File: config.mk
export PLATFORM = sky130hd
export DESIGN_NAME = dual_edge_shreg
export DESIGN_NICKNAME = d
export VERILOG_FILES = /design/src/rtl/des_pkg.sv /design/src/rtl/des_op_decode.sv /design/src/rtl/des_next_calc.sv /design/src/rtl/des_edge_bank.sv /design/src/rtl/dual_edge_shreg.sv
export SDC_FILE = /design/constraint.sdc
export NUM_CORES = 1
export LEC_CHECK = 0
export CORE_UTILIZATION = 49
export CTS_CLUSTER_DIAMETER = 40
export CTS_CLUSTER_SIZE = 30
export DETAILED_ROUTE_END_ITERATION = 12
export MAX_ROUTING_LAYER = met4
export PLACE_DENSITY = 0.78
export SYNTH_ARGS = -nofsm -noshare
export SYNTH_HDL_FRONTEND = slang
export SYNTH_HIERARCHICAL = 1
export SYNTH_SLANG_ARGS = --single-unit
File: constraint.sdc
create_clock -name clk -period 1.9 [get_ports clk]
set_input_delay 0.38 -clock clk [delete_from_list [all_inputs] [get_ports clk]]
set_output_delay 0.38 -clock clk [all_outputs]
set_load 0.02 [all_outputs]
File: src/rtl/des_pkg.sv
package des_pkg;

    typedef enum logic [2:0] {
        OP_HOLD  = 3'd0,
        OP_UP    = 3'd1,
        OP_DOWN  = 3'd2,
        OP_LOAD  = 3'd3,
        OP_CLEAR = 3'd4
    } des_op_e;

endpackage

File: src/rtl/des_op_decode.sv
module des_op_decode
    import des_pkg::*;
(
    input  logic    sync_clr,
    input  logic    load_en,
    input  logic    shift_en,
    input  logic    dir_up,
    output des_op_e op
);

    always_comb begin
        if (sync_clr) begin
            op = OP_CLEAR;
        end else if (load_en) begin
            op = OP_LOAD;
        end else if (shift_en) begin
            op = dir_up ? OP_UP : OP_DOWN;
        end else begin
            op = OP_HOLD;
        end
    end

endmodule

File: src/rtl/des_next_calc.sv
module des_next_calc
    import des_pkg::*;
#(
    parameter int W = 8
) (
    input  des_op_e        op,
    input  logic [W-1:0]   cur,
    input  logic [W-1:0]   par_in,
    input  logic           ser_up_in,
    input  logic           ser_down_in,
    output logic [W-1:0]   nxt
);

    always_comb begin
        unique case (op)
            OP_CLEAR: nxt = '0;
            OP_LOAD:  nxt = par_in;
            OP_UP:    nxt = {cur[W-2:0], ser_up_in};
            OP_DOWN:  nxt = {ser_down_in, cur[W-1:1]};
            default:  nxt = cur;
        endcase
    end

endmodule

File: src/rtl/des_edge_bank.sv
module des_edge_bank #(
    parameter int W       = 8,
    parameter bit FALLING = 1'b0
) (
    input  logic         clk,
    input  logic         por_clr,
    input  logic [W-1:0] want,
    input  logic [W-1:0] other,
    output logic [W-1:0] bank
);

    typedef struct packed {
        logic [W-1:0] mask;
    } bank_st_t;

    bank_st_t st_d;
    bank_st_t st_q;

    always_comb begin
        st_d.mask = want ^ other;
    end

    generate
        if (FALLING) begin : g_fall
            always_ff @(negedge clk or posedge por_clr) begin
                if (por_clr) begin
                    st_q <= '0;
                end else begin
                    st_q <= st_d;
                end
            end
        end else begin : g_rise
            always_ff @(posedge clk or posedge por_clr) begin
                if (por_clr) begin
                    st_q <= '0;
                end else begin
                    st_q <= st_d;
                end
            end
        end
    endgenerate

    assign bank = st_q.mask;

endmodule

File: src/rtl/dual_edge_shreg.sv
module dual_edge_shreg
    import des_pkg::*;
#(
    parameter int W = 8
) (
    input  logic         clk,
    input  logic         por_clr,
    input  logic         sync_clr,
    input  logic         load_en,
    input  logic         shift_en,
    input  logic         dir_up,
    input  logic         ser_up_in,
    input  logic         ser_down_in,
    input  logic [W-1:0] par_in,
    output logic [W-1:0] par_out
);

    des_op_e      op;
    logic [W-1:0] nxt;
    logic [W-1:0] rise_bank;
    logic [W-1:0] fall_bank;

    des_op_decode u_dec (
        .sync_clr (sync_clr),
        .load_en  (load_en),
        .shift_en (shift_en),
        .dir_up   (dir_up),
        .op       (op)
    );

    des_next_calc #(.W(W)) u_next (
        .op          (op),
        .cur         (par_out),
        .par_in      (par_in),
        .ser_up_in   (ser_up_in),
        .ser_down_in (ser_down_in),
        .nxt         (nxt)
    );

    des_edge_bank #(.W(W), .FALLING(1'b0)) u_rise (
        .clk     (clk),
        .por_clr (por_clr),
        .want    (nxt),
        .other   (fall_bank),
        .bank    (rise_bank)
    );

    des_edge_bank #(.W(W), .FALLING(1'b1)) u_fall (
        .clk     (clk),
        .por_clr (por_clr),
        .want    (nxt),
        .other   (rise_bank),
        .bank    (fall_bank)
    );

    assign par_out = rise_bank ^ fall_bank;

endmodule

==> key figures, run 1 <==
Yosys
  • Leading area contributor after synthesis: xor2_1
  • Ys Warns: 6
  • Ranking of synthesized cells by area: xor2_1 (19%), dfrtn_1 (18%), dfrtp_1 (18%), a221oi_2 (11%), mux2i_1 (7.3%)
  • Synth Area per Inst: 11.43 um2
  • Cell variety after synth: 20
  • Top-area cell type share of the netlist area: approximately a fifth
  • Seq cells post-synth: 16
  • Syn Inst Count: 96
  • Sequential element share of the synthesized area: 36.49%
  • Post-synthesis cell area: 1097 um2
  • Synthesized net count: 112

Placed design
  • Placed Cells: 180
  • Pre-CTS WS: -1213 ps
  • I/O Buffers: 23
  • Post-DP HPWL: 2.095 mm
  • GPL Wtd Cong: 0.7860
  • Placed cell area: 1765 um2

Status
  • Stopping stage: clock tree synthesis
  • Err: [ERROR DPL-0033] detailed placement checks failed during check placement.
  • Status: did not finish

Floorplanning
  • Die H: 49.32 um
  • Die Width: 49.32 um
  • Number of top-level pins: 24
  • Num rows: 16
  • Initial Util: between 50% and 60%

CTS
  • Postcts setup bufs: 14
  • CTS sink cnt: 16
  • H-tree depth reported by CTS: 1
  • Num CTS Buffers: 3
  • CTS Buffer Depth: 2
  • Clk root buf: clkbuf_4
  • Hold_buf cts: 0
  • Post-CTS Resized: just under 90
==> synth_stat cells <==
library cell,count
a21oi_2,1
dfrtn_1,8
buf_12,1
buf_4,3
a221oi_2,8
a21oi_1,1
a211oi_2,2
buf_8,1
buf_2,1
a211oi_1,6
dfrtp_1,8
xor2_1,24
nor2_4,1
buf_6,1
o21a_1,8
nor2_1,1
nor2b_1,1
nand2b_1,1
inv_1,11
mux2i_1,8
==> kinds of logic after synthesis <==
| family | synth area share, % |
|---|---|
| AO/OA/AOI/OAI | 24.06 |
| XOR/XNOR | 19.16 |
| buffers and inverters | 10.49 |
| flip-flops | 36.49 |
| multiplexers | 7.298 |
| AND/OR/NAND/NOR | 2.509 |
==> stage by stage <==
| step | utilization [%] | hold WS [ps] |
|---|---|---|
| after floorplan | - | 195.7 |
| after global placement | 86.46 | 698.0 |
| after detailed placement | 86.46 | 733.4 |
==> run 2: changes to the inputs <==
--- a/config.mk
+++ b/config.mk
@@ -5,12 +5,10 @@
 export SDC_FILE = /design/constraint.sdc
 export NUM_CORES = 1
 export LEC_CHECK = 0
-export CORE_UTILIZATION = 49
-export CTS_CLUSTER_DIAMETER = 40
-export CTS_CLUSTER_SIZE = 30
+export CORE_AREA = 2 2 63 65
 export DETAILED_ROUTE_END_ITERATION = 12
-export MAX_ROUTING_LAYER = met4
-export PLACE_DENSITY = 0.78
+export DIE_AREA = 0 0 65 67
+export PLACE_DENSITY_LB_ADDON = 0.15
 export SYNTH_ARGS = -nofsm -noshare
 export SYNTH_HDL_FRONTEND = slang
 export SYNTH_HIERARCHICAL = 1
==> key figures, run 2 <==
Critical path
  • CP max FO: 2
  • Worst r2r dst: u_rise/bank[2]$_DFF_PP0_
  • CP required: ~1500 ps
  • Critical Path End Type: output port
  • Crit path DAT: between 2000 and 2500 ps
  • Worst-path cell chain: xor2_4 -> buf_4 -> buf_6 -> buf_6
  • Reg2reg start: u_fall/bank[3]$_DFF_NP0_
  • CP peak stage delay: 490 ps
  • CP max-delay cell: dfrtn_1
  • Reg2Reg Depth: 7
  • Reg2reg setup slack: -660 ps
  • Worst Setup Start Kind: flop
  • Kind of critical path: flop to output port
  • Cell mode on critical path: buf_6

STA
  • Unrepaired setup endpoints after global routing: yes
  • Rel. slew slack: 71.79%
  • Worst-margin pin slew: 422.7 ps
  • Count of final hold-check violations: 0
  • Clock Skew: 22.55 ps
  • Final Setup Violations: 24
  • Final worst slack: -674.9 ps
  • Slew Limit Fails: 0
  • Min Hold Slack: 455.2 ps

Floorplanning
  • Core area: 3606 um2
  • Die H: 67 um
  • Die Width: roughly 65 um
  • Num rows: 22
  • Initial Util: 30.43%
  • Die footprint: 4355 um2
  • Number of top-level pins: 24

Global route
  • First-pass GRT wire length: 5.064 mm
  • Initial antenna violation count: 0
  • Vias in the first global route: 1111
  • Grt ovf: 0
  • Global Route Usage Sum: ~16%
  • Pin count of the biggest net entering global routing: 17

Yosys
  • Synth Area per Inst: 11.43 um2
  • Primary FF master, synth: dfrtp_1
  • XOR/XNOR Fraction of Synth Area: 19.16%
  • Simple-gate share of the synthesized area: 2.509%
  • Ys Warns: 6
  • Post-synthesis mux area share: 7.298%
  • Post-synthesis cell area: around 1100 um2
  • Cell with the most instances after synthesis: xor2_1
  • Synth cell count leaders: xor2_1 (24), inv_1 (11)
  • Top-area cell type share of the netlist area: 19.16%
  • Synth Area in Compound Gates: 24.06%
  • Largest family of logic cells by synthesized area: compound AO/OA/AOI/OAI gates
  • Ranking of synthesized cells by area: xor2_1 (19%), dfrtn_1 (18%), dfrtp_1 (18%), a221oi_2 (11%), mux2i_1 (7.3%)
  • Cell variety after synth: 20
  • Leading area contributor after synthesis: xor2_1
  • Seq cells post-synth: 16
  • Post-synth EDFFs: 0
  • Sequential element share of the synthesized area: 36.49%
  • Synthesized net count: 112
  • Fraction of registers with async set or reset after synthesis: 100.0%
  • Adder-cell share of the synthesized area: 0%
  • Syn Inst Count: 96

Final layout
  • Most common cell after layout, fill and taps aside: buf_4
  • Final nets: approximately 200
  • Layout cells sized above 1: 65.36%
  • Inserted Diodes: 0
  • Most frequent cells in the layout: buf_4 (45), buf_6 (26), xor2_1 (16)
  • Syn-to-layout area delta: 96.69%
  • Fill count: around 300

Flow run
  • Max_cap viols: 0

CTS
  • Latest clock arrival within the worst-skew pair: 270 ps
  • CTS Buffer Depth: 2
  • CTS tree: done
  • Worst-path clk slew: 70 ps
  • CTS sink cnt: 16
  • H-tree depth reported by CTS: 1
  • Clk root buf: clkbuf_8
  • Num CTS Buffers: 3

Placed design
  • GPL Wtd Cong: 0.6953
  • Post-DP HPWL: 2.038 mm
  • I/O Buffers: 23

Drt
  • Iteration-0 DRC Markers: 23
  • DR WL/cell: 12.85 um
  • Via Count: approximately 990
  • Via/cell ratio: ~4.4
  • Antenna violation net count after detailed routing: 0
  • WL final: 2.917 mm
  • First-pass DRT Iterations: 4
  • Drt drc: 0

Power
  • VDD IR max: 0.7967 mV
  • P per Cell Area: 2084 nW/um2
  • Leak Pwr: 0.9677 nW
  • Tot Pwr: 4.498 mW

Hold path
  • Worst min path class: input port to asynchronous set/reset pin

Status
  • Status: complete, but fails checks
  • Failing checks: setup timing
run 2: cell counts after synthesis:
Identical to the previous run, type by type.
run 2: cell type report:
class                           instances  area [um2]  area share (%)
Multi-Input combinational cell         62       812.0           37.62
Timing Repair Buffer                   87       795.8           36.87
Sequential cell                        16       407.9           18.90
Tap cell                               48       60.06           2.783
Clock buffer                            3       41.29           1.913
Inverter                               11       41.29           1.913
run 2: worst max path at each step:
stage,from,end,cells past startpoint
after CTS,u_fall/bank[2]$_DFF_NP0_,u_rise/bank[3]$_DFF_PP0_,7
after global placement,dir_up,u_fall/bank[2]$_DFF_NP0_,9
after detailed placement,dir_up,u_fall/bank[3]$_DFF_NP0_,8
after floorplan,dir_up,u_fall/bank[6]$_DFF_NP0_,8
after global routing,u_fall/bank[2]$_DFF_NP0_,u_rise/bank[3]$_DFF_PP0_,7
final,u_fall/bank[2]$_DFF_NP0_,par_out[2],4
run 2: cells by family (layout without fill, tap and decap cells):
logic type,count (synthesis),in the layout
flip-flops,16,16
AND/OR/NAND/NOR,4,4
XOR/XNOR,24,24
AO/OA/AOI/OAI,26,26
buffers and inverters,18,101
multiplexers,8,8
run 2: metal layers:
metal	GRT usage, %	part of all wire [%]	wire [um]
met1	17.07	41	1187
met2	29.51	54	1579
met3	4.730	4.7	136
met4	3.191	0.45	13
met5	0	0	0
run 2: what timing repair did:
| action | in CTS | in global routing |
|---|---|---|
| gates resized for setup | 78 | 24 |
| endpoints found under the setup margin | 24 | 24 |
| setup buffers | 14 | 8 |
| pin swaps | 20 | 16 |
| hold buffers | 0 | 0 |
run 2: critical path: cells and delay by family (launching register included):
kind / cells / cell delay [ps]
xor gates and xnor gates: 1 / 180
buffers and inverters: 3 / 310
DFF: 1 / 490
run 2: power by group:
part / internal [mW] / switching, mW
sequential: 0.559 / 0.295
combinational: 2.07 / 1.31
clock: 0.141 / 0.115
run 2: per-stage QoR:
step                TNS (ps)  setup WS, ps  std cells  area (um2)  utilization [%]
floorplan              -9953        -623.8         96        1261                -
finish                -14530        -674.9        227        2158            59.85
global route          -16330        -757.3        227        2158            59.85
detailed placement    -19710         -1186        203        1819            50.45
global placement      -19360         -1161        203        1819            50.45
CTS                   -14350        -684.8        220        2048            56.80
(Power assumes the default switching activity.)
